==> src/rtl/clr_pkg.sv <==
package clr_pkg;
  localparam int LANES_DEF = 18;
  localparam int DW_DEF    = 32;
  localparam int AW_DEF    = 3;
  // engine lanes: cores 0-3, pixel 6-7, rt proc 10, usb 12-13, lp 16, fp 17
  localparam logic [LANES_DEF-1:0] LANE_MASK_DEF = 18'h334CF;

  localparam int ADDR_TRIG = 0;
  localparam int ADDR_ACK  = 1;
  localparam int ADDR_RES  = 2;
  localparam int ADDR_PEND = 3;
  localparam int ADDR_GATE = 4;
  localparam int ADDR_LOG  = 5;

  localparam int GATE_HW_BIT  = 0;
  localparam int GATE_LOG_BIT = 1;
  localparam int GATE_W       = 2;
endpackage

==> src/rtl/clr_start_gen.sv <==
module clr_start_gen #(
  parameter int              LANES     = clr_pkg::LANES_DEF,
  parameter logic [LANES-1:0] LANE_MASK = clr_pkg::LANE_MASK_DEF
) (
  input  logic             clk_i,
  input  logic             rst_ni,
  input  logic             sw_we_i,
  input  logic [LANES-1:0] sw_bits_i,
  input  logic [LANES-1:0] hw_trig_i,
  input  logic             hw_en_i,
  input  logic [LANES-1:0] done_i,
  output logic [LANES-1:0] start_o
);
  logic [LANES-1:0] req;
  logic [LANES-1:0] start_q;

  // busy (done low) or pulse already in flight blocks a new start
  always_comb begin
    req = (sw_we_i ? sw_bits_i : '0) | (hw_en_i ? hw_trig_i : '0);
    req = req & LANE_MASK & done_i & ~start_q;
  end

  for (genvar i = 0; i < LANES; i++) begin : g_lane
    if (LANE_MASK[i]) begin : g_eng
      always_ff @(posedge clk_i or negedge rst_ni) begin
        if (!rst_ni) start_q[i] <= 1'b0;
        else         start_q[i] <= req[i];
      end
    end else begin : g_rsv
      assign start_q[i] = 1'b0;
    end
  end

  assign start_o = start_q;
endmodule

==> src/rtl/clr_irq_track.sv <==
module clr_irq_track #(
  parameter int               LANES     = clr_pkg::LANES_DEF,
  parameter logic [LANES-1:0] LANE_MASK = clr_pkg::LANE_MASK_DEF
) (
  input  logic             clk_i,
  input  logic             rst_ni,
  input  logic [LANES-1:0] done_i,
  input  logic             clr_we_i,
  input  logic [LANES-1:0] clr_bits_i,
  output logic [LANES-1:0] pend_o,
  output logic             irq_o
);
  logic [LANES-1:0] done_q;
  logic [LANES-1:0] pend_q;
  logic [LANES-1:0] rise;
  logic [LANES-1:0] clr;

  assign rise = done_i & ~done_q & LANE_MASK;
  assign clr  = clr_we_i ? clr_bits_i : '0;

  for (genvar i = 0; i < LANES; i++) begin : g_lane
    if (LANE_MASK[i]) begin : g_eng
      // idle level is 1, so reset high to avoid a false edge
      always_ff @(posedge clk_i or negedge rst_ni) begin
        if (!rst_ni) begin
          done_q[i] <= 1'b1;
          pend_q[i] <= 1'b0;
        end else begin
          done_q[i] <= done_i[i];
          pend_q[i] <= rise[i] | (pend_q[i] & ~clr[i]);
        end
      end
    end else begin : g_rsv
      assign done_q[i] = 1'b1;
      assign pend_q[i] = 1'b0;
    end
  end

  assign pend_o = pend_q;
  assign irq_o  = |pend_q;
endmodule

==> src/rtl/clr_regfile.sv <==
module clr_regfile #(
  parameter int               LANES     = clr_pkg::LANES_DEF,
  parameter int               DW        = clr_pkg::DW_DEF,
  parameter int               AW        = clr_pkg::AW_DEF,
  parameter logic [LANES-1:0] LANE_MASK = clr_pkg::LANE_MASK_DEF
) (
  input  logic             clk_i,
  input  logic             rst_ni,
  input  logic             por_ni,
  input  logic             we_i,
  input  logic [AW-1:0]    addr_i,
  input  logic [DW-1:0]    wdata_i,
  output logic [DW-1:0]    rdata_o,
  input  logic [LANES-1:0] done_i,
  input  logic [LANES-1:0] pass_i,
  input  logic [LANES-1:0] pend_i,
  output logic             trig_we_o,
  output logic             pend_we_o,
  output logic             gate_hw_o,
  output logic             gate_log_o,
  output logic [LANES-1:0] log_o
);
  import clr_pkg::*;
  localparam int PADW = DW - LANES;

  logic [GATE_W-1:0] gate_q;
  logic [LANES-1:0]  log_q;
  logic              gate_we;
  logic              log_we;
  logic              unused_wdata;

  assign unused_wdata = ^wdata_i[DW-1:LANES];

  assign trig_we_o = we_i && (addr_i == AW'(ADDR_TRIG));
  assign pend_we_o = we_i && (addr_i == AW'(ADDR_PEND));
  assign gate_we   = we_i && (addr_i == AW'(ADDR_GATE));
  assign log_we    = we_i && (addr_i == AW'(ADDR_LOG)) && gate_q[GATE_LOG_BIT];

  always_ff @(posedge clk_i or negedge rst_ni) begin
    if (!rst_ni)      gate_q <= '0;
    else if (gate_we) gate_q <= wdata_i[GATE_W-1:0];
  end

  // separate reset domain: survives rst_ni
  always_ff @(posedge clk_i or negedge por_ni) begin
    if (!por_ni)     log_q <= '0;
    else if (log_we) log_q <= wdata_i[LANES-1:0] & LANE_MASK;
  end

  always_comb begin
    rdata_o = '0;
    case (addr_i)
      AW'(ADDR_ACK):  rdata_o = {{PADW{1'b0}}, done_i & LANE_MASK};
      AW'(ADDR_RES):  rdata_o = {{PADW{1'b0}}, pass_i & LANE_MASK};
      AW'(ADDR_PEND): rdata_o = {{PADW{1'b0}}, pend_i};
      AW'(ADDR_GATE): rdata_o = {{(DW-GATE_W){1'b0}}, gate_q};
      AW'(ADDR_LOG):  rdata_o = {{PADW{1'b0}}, log_q};
      default:        rdata_o = '0;
    endcase
  end

  assign gate_hw_o  = gate_q[GATE_HW_BIT];
  assign gate_log_o = gate_q[GATE_LOG_BIT];
  assign log_o      = log_q;
endmodule

==> src/rtl/clr_eng_ctrl.sv <==
module clr_eng_ctrl #(
  parameter int               LANES     = clr_pkg::LANES_DEF,
  parameter int               DW        = clr_pkg::DW_DEF,
  parameter int               AW        = clr_pkg::AW_DEF,
  parameter logic [LANES-1:0] LANE_MASK = clr_pkg::LANE_MASK_DEF
) (
  input  logic             clk_i,
  input  logic             rst_ni,
  input  logic             por_ni,
  input  logic             bus_we_i,
  input  logic [AW-1:0]    bus_addr_i,
  input  logic [DW-1:0]    bus_wdata_i,
  output logic [DW-1:0]    bus_rdata_o,
  input  logic [LANES-1:0] hw_trig_i,
  output logic [LANES-1:0] eng_start_o,
  input  logic [LANES-1:0] eng_done_i,
  input  logic [LANES-1:0] eng_pass_i,
  output logic             irq_o
);
  logic             trig_we;
  logic             pend_we;
  logic             gate_hw;
  logic             gate_log;
  logic [LANES-1:0] pend;
  logic [LANES-1:0] err_log;

  clr_regfile #(.LANES(LANES), .DW(DW), .AW(AW), .LANE_MASK(LANE_MASK)) u_regs (
    .clk_i      (clk_i),
    .rst_ni     (rst_ni),
    .por_ni     (por_ni),
    .we_i       (bus_we_i),
    .addr_i     (bus_addr_i),
    .wdata_i    (bus_wdata_i),
    .rdata_o    (bus_rdata_o),
    .done_i     (eng_done_i),
    .pass_i     (eng_pass_i),
    .pend_i     (pend),
    .trig_we_o  (trig_we),
    .pend_we_o  (pend_we),
    .gate_hw_o  (gate_hw),
    .gate_log_o (gate_log),
    .log_o      (err_log)
  );

  clr_start_gen #(.LANES(LANES), .LANE_MASK(LANE_MASK)) u_start (
    .clk_i     (clk_i),
    .rst_ni    (rst_ni),
    .sw_we_i   (trig_we),
    .sw_bits_i (bus_wdata_i[LANES-1:0]),
    .hw_trig_i (hw_trig_i),
    .hw_en_i   (gate_hw),
    .done_i    (eng_done_i),
    .start_o   (eng_start_o)
  );

  clr_irq_track #(.LANES(LANES), .LANE_MASK(LANE_MASK)) u_irq (
    .clk_i      (clk_i),
    .rst_ni     (rst_ni),
    .done_i     (eng_done_i),
    .clr_we_i   (pend_we),
    .clr_bits_i (bus_wdata_i[LANES-1:0]),
    .pend_o     (pend),
    .irq_o      (irq_o)
  );
endmodule

==> config.mk <==
export PLATFORM = sky130hd
export DESIGN_NAME = clr_eng_ctrl
export DESIGN_NICKNAME = d
export VERILOG_FILES = /design/src/rtl/clr_pkg.sv /design/src/rtl/clr_start_gen.sv /design/src/rtl/clr_irq_track.sv /design/src/rtl/clr_regfile.sv /design/src/rtl/clr_eng_ctrl.sv
export SDC_FILE = /design/constraint.sdc
export NUM_CORES = 1
export LEC_CHECK = 0
export BUFFER_PORTS_ARGS = -buffer_cell sky130_fd_sc_hd__buf_4
export CAP_MARGIN = 20
export CELL_PAD_IN_SITES_DETAIL_PLACEMENT = 1
export CELL_PAD_IN_SITES_GLOBAL_PLACEMENT = 1
export CORE_ASPECT_RATIO = 1.4
export CORE_MARGIN = 3
export CORE_UTILIZATION = 35
export DETAILED_ROUTE_END_ITERATION = 10
export HOLD_SLACK_MARGIN = 0.15
export PLACE_DENSITY = 0.89
export SLEW_MARGIN = 5
export SYNTH_ARGS = -nofsm -noshare
export SYNTH_HDL_FRONTEND = slang
export SYNTH_HIERARCHICAL = 1
export SYNTH_SLANG_ARGS = --single-unit
export TNS_END_PERCENT = 100
==> constraint.sdc <==
create_clock -name clk_i -period 4.9 [get_ports clk_i]
set_clock_uncertainty 0.15 [all_clocks]
set_input_delay 1.47 -clock clk_i [delete_from_list [all_inputs] [get_ports clk_i]]
set_output_delay 1.47 -clock clk_i [all_outputs]
set_load 0.005 [all_outputs]
* After elaboration in Yosys (flattened, before gate mapping)
Index checks and enable logic that the tools add are counted.
** Word-level totals
- Logic and storage cells :: 90
- Input bits :: 93
- ROM bits :: 0
- Output and inout port bits :: 51
- Latch bits :: 0
- Bits in writable memories :: 0
- Register bits :: 46
- Memories :: 0
** Cells by class
- Bitwise operators :: 39
- Div/mod/pow operators :: 0
- Eq/ne operators :: 5
- Mux-type cells :: 4
- Add/sub/neg operators :: 0
- Multiply operators :: 0
- Reduce and logical (&&, ||, !) cells :: 7
- Magnitude comparators :: 0
- Shift-type cells :: 0
** Operators by type and width (count)
- 18-bit case mux with 5 select lines :: 1
- 18-bit AND :: 3
- 18-bit two-way mux :: 3
- 18-bit NOT :: 2
- 18-bit OR :: 1
- 1-bit AND :: 11
- 1-bit NOT :: 11
- 1-bit OR :: 11
- 11-bit OR reduction :: 1
- 3-bit by 2-bit == test with 1-bit output (second input constant) :: 2
- 3-bit == test (second input constant) :: 2
- 1-bit logical AND :: 5
- 3-bit by 1-bit == test with 1-bit output (second input constant) :: 1
- 3-bit logical NOT :: 1

* Longest topological paths before layout
- Depth after elaboration :: 6
- Depth in mapped cells :: 6
- Gate-level depth less buffers :: 4

* By module
The synthesis kept the hierarchy.
** Modules (own cells, without submodules)
- clr_regfile :: area each 1128.6 um2, instances 1, cells each 109, sequential area each 325.3 um2
- clr_irq_track :: area each 833.3 um2, instances 1, cells each 68, sequential area each 564.3 um2
- clr_start_gen :: area each 584.3 um2, instances 1, cells each 43, sequential area each 275.3 um2

* Least setup slack after synthesis
No wires, ideal clock.
- Kind :: input -> output
- From :: in bus_addr_i[1]
- To :: out bus_rdata_o[7]
- Slack :: 0.880 ns
- Path buffers :: 2
- Stages on the path :: 5
- Required time :: 3.280 ns
- Arrival time :: 2.400 ns
- Cell sequence :: buf_4 -> buf_2 -> mux2_2 -> a22oi_1 -> o21ai_0
** Between the ends
- Cells in the longest elaborated chain, start to end :: 2
- Elaborated cells on any way between the ends :: 6
- Those cells by class :: eq/ne: 5; mux: 1
** Ends and longest elaborated chain
- start: declaration :: RTL line clr_eng_ctrl.sv:11 : input logic [AW-1:0] bus_addr_i,
- 3-bit == test, or another cell as far along :: RTL line clr_regfile.sv:52 : case (addr_i)
- 18-bit case mux with 5 select lines * :: RTL line clr_regfile.sv:52
- end: declaration :: RTL line clr_eng_ctrl.sv:13 : output logic [DW-1:0] bus_rdata_o,
Mark *: on every way between the ends. The rest lies on a longest branch, timed or not.

* Worst setup path after layout
- From :: in bus_addr_i[1]
- To :: out bus_rdata_o[3]
Same word-level chain as after synthesis.

==> out/summary.txt <==
Non-Filler Instances = 376
ANT nets after route = 0
Chip Height = 106 um
Largest net degree at the start of global routing = 36
Share of layout cells above drive strength 1 = 44.0%
Total power = 0.958 mW
Max VDD drop = 0.164 mV
Min cycle time layout = 4.35 ns
Die width = 77.3 um
Drt pass-1 iters = 4
GRT Resource Usage Total = 16.9%
Post-Route Setup TNS = 0 ns
Reg2reg end = u_start/start_o[2]$_DFF_PN0_
R2R depth = 2
# setup viols final = 0
Yosys warnings = 6
Crit. End Element = output pin
Initial Utilization = 37.0%
Total routed wirelength = 6790 um
Hold_sp = u_start/start_o[17]$_DFF_PN0_
TritonCTS buffer count = 5
Residual DRC = 0
Unrepaired setup endpoints after global routing = false
Core ar. = 0.00674 mm^2
Initial DRC count = 79
CP required = 3.28 ns
Syn Inst Count = 213
Max Cap Violations = 0
Top Ports = 144
Crit path DAT = 2.73 ns
Postcts setup bufs = 0
H-tree level count = 2
Relative slew slack = 54.5%
CTS root buf = clkbuf_8
First-pass GRT wire length = 10,800 um
CTS max path bufs = 2
# fillers = 785
Clk_lat worst skew = 0.30 ns
Average instance area after synthesis = 11.7 um^2
I/O Buffers = 73
Area after DPL = 0.00298 mm^2
Final Hold Viols = 0
Status = complete, no violations
Max Clk Rate = 230 MHz
Type of the worst min-delay path = reg2reg
Clock slew at reported path FFs = 0.08 ns
Reg2reg start = u_regs/gate_q[0]$_DFFE_PN0P_
Hold Path Sink = u_start/start_o[17]$_DFF_PN0_
Layout area overhead = 23.9%
CTS Hold Bufs = 0
Fin. max-slew vios = 0
Vias in the first global route = 2,029
Post-Place Cells = 368
Initial antenna violation count = 0
Post-CTS sizing = 0
N_diodes = 0
Hold Path Depth = 1
Avg WL per Cell = 18.1 um
Remaining Overflow, GRT = 0
Final Hold Slack = 0.300 ns
Final nets = 376
TritonCTS clock tree = done
Die area = 0.00819 mm^2
Clk sinks = 46
Pleak = 1.51 nW
Mapped Area = 0.00249 mm^2
Critical path startpoint category = primary input
Final Cycle Share = 88.8%
Via count = 1,865
Global placer's final weighted congestion = 0.778
Critical path type = in2out
Power per cell area = 310 mW/mm^2
Hpwl dp = 5080 um
Num rows = 35
Vias per cell = 4.96
Slew @ Worst Pin = 0.681 ns
Critical path fanouts, max = 25
Final instance area = 0.00309 mm^2
R2R Setup Slk = 3.50 ns
sequential cells by signal, indices dropped and copies added, names as in the netlist:
register	count
u_irq/done_q	11
u_regs/gate_q	2
u_irq/pend_o	11
u_regs/log_o	11
u_start/start_o	11
final cells by class:
class,count,area (um^2),share of cell area (%)
Clock buffer,5,68.8,2.23
Sequential cell,46,1160,37.7
Inverter,11,41.3,1.34
Tap cell,92,115,3.73
Multi-Input combinational cell,143,1090,35.2
Timing Repair Buffer,76,571,18.5
Clock inverter,3,40.0,1.30
report_power, final:
part | switching (mW) | total, mW | internal, mW
clock | 0.132 | 0.282 | 0.150
combinational | 0.0798 | 0.198 | 0.119
sequential | 0.0430 | 0.478 | 0.435
worst max-delay path by stage:
stage / start / to / slack (ns) / depth (start not counted)
global placement: bus_addr_i[1] / bus_rdata_o[17] / 0.64 / 5
CTS: bus_addr_i[1] / bus_rdata_o[3] / 0.55 / 5
finish: bus_addr_i[1] / bus_rdata_o[3] / 0.55 / 5
detailed placement: bus_addr_i[1] / bus_rdata_o[3] / 0.56 / 5
global route: bus_addr_i[1] / bus_rdata_o[3] / 0.47 / 5
floorplan: bus_addr_i[1] / bus_rdata_o[7] / 0.88 / 5
through the flow:
step	util, %	setup slack [ns]
global placement	44.2	0.637
CTS	45.8	0.554
finish	45.8	0.547
floorplan	-	0.880
global route	45.8	0.472
detailed placement	44.2	0.559
worst max-delay path, cell delays in order:
cell and delay [ns]:
buf_4 0.29, and3b_1 0.40, a22oi_1 0.26, o21ai_0 0.14, buf_4 0.16
routing by layer:
| layer | vias to the layer above | GRT usage (%) | routed length [um] |
|---|---|---|---|
| li1 | 840 | - | - |
| met1 | 932 | 19.0 | 2610 |
| met2 | 79 | 30.8 | 3630 |
| met3 | 14 | 3.50 | 426 |
| met4 | 0 | 6.49 | 130 |
| met5 | - | 0 | 0 |
placed cells by master, fill, tap and decap left out, types with 2 or more instances in the layout:
master and instances:
a211o_1 2, a21oi_1 2, a22o_1 11, a22oi_1 18
a22oi_2 2, and3_1 8, buf_4 76, clkbuf_8 5
clkinv_2 2, conb_1 28, dfrtp_1 35, dfstp_2 11
inv_1 11, mux2_2 4, mux2_4 10, mux2i_1 12
nand2_1 12, nand2b_1 2, nor3b_2 12, nor4_1 2
o21ai_0 11
No activity file was read; power rests on OpenSTA's default activity.
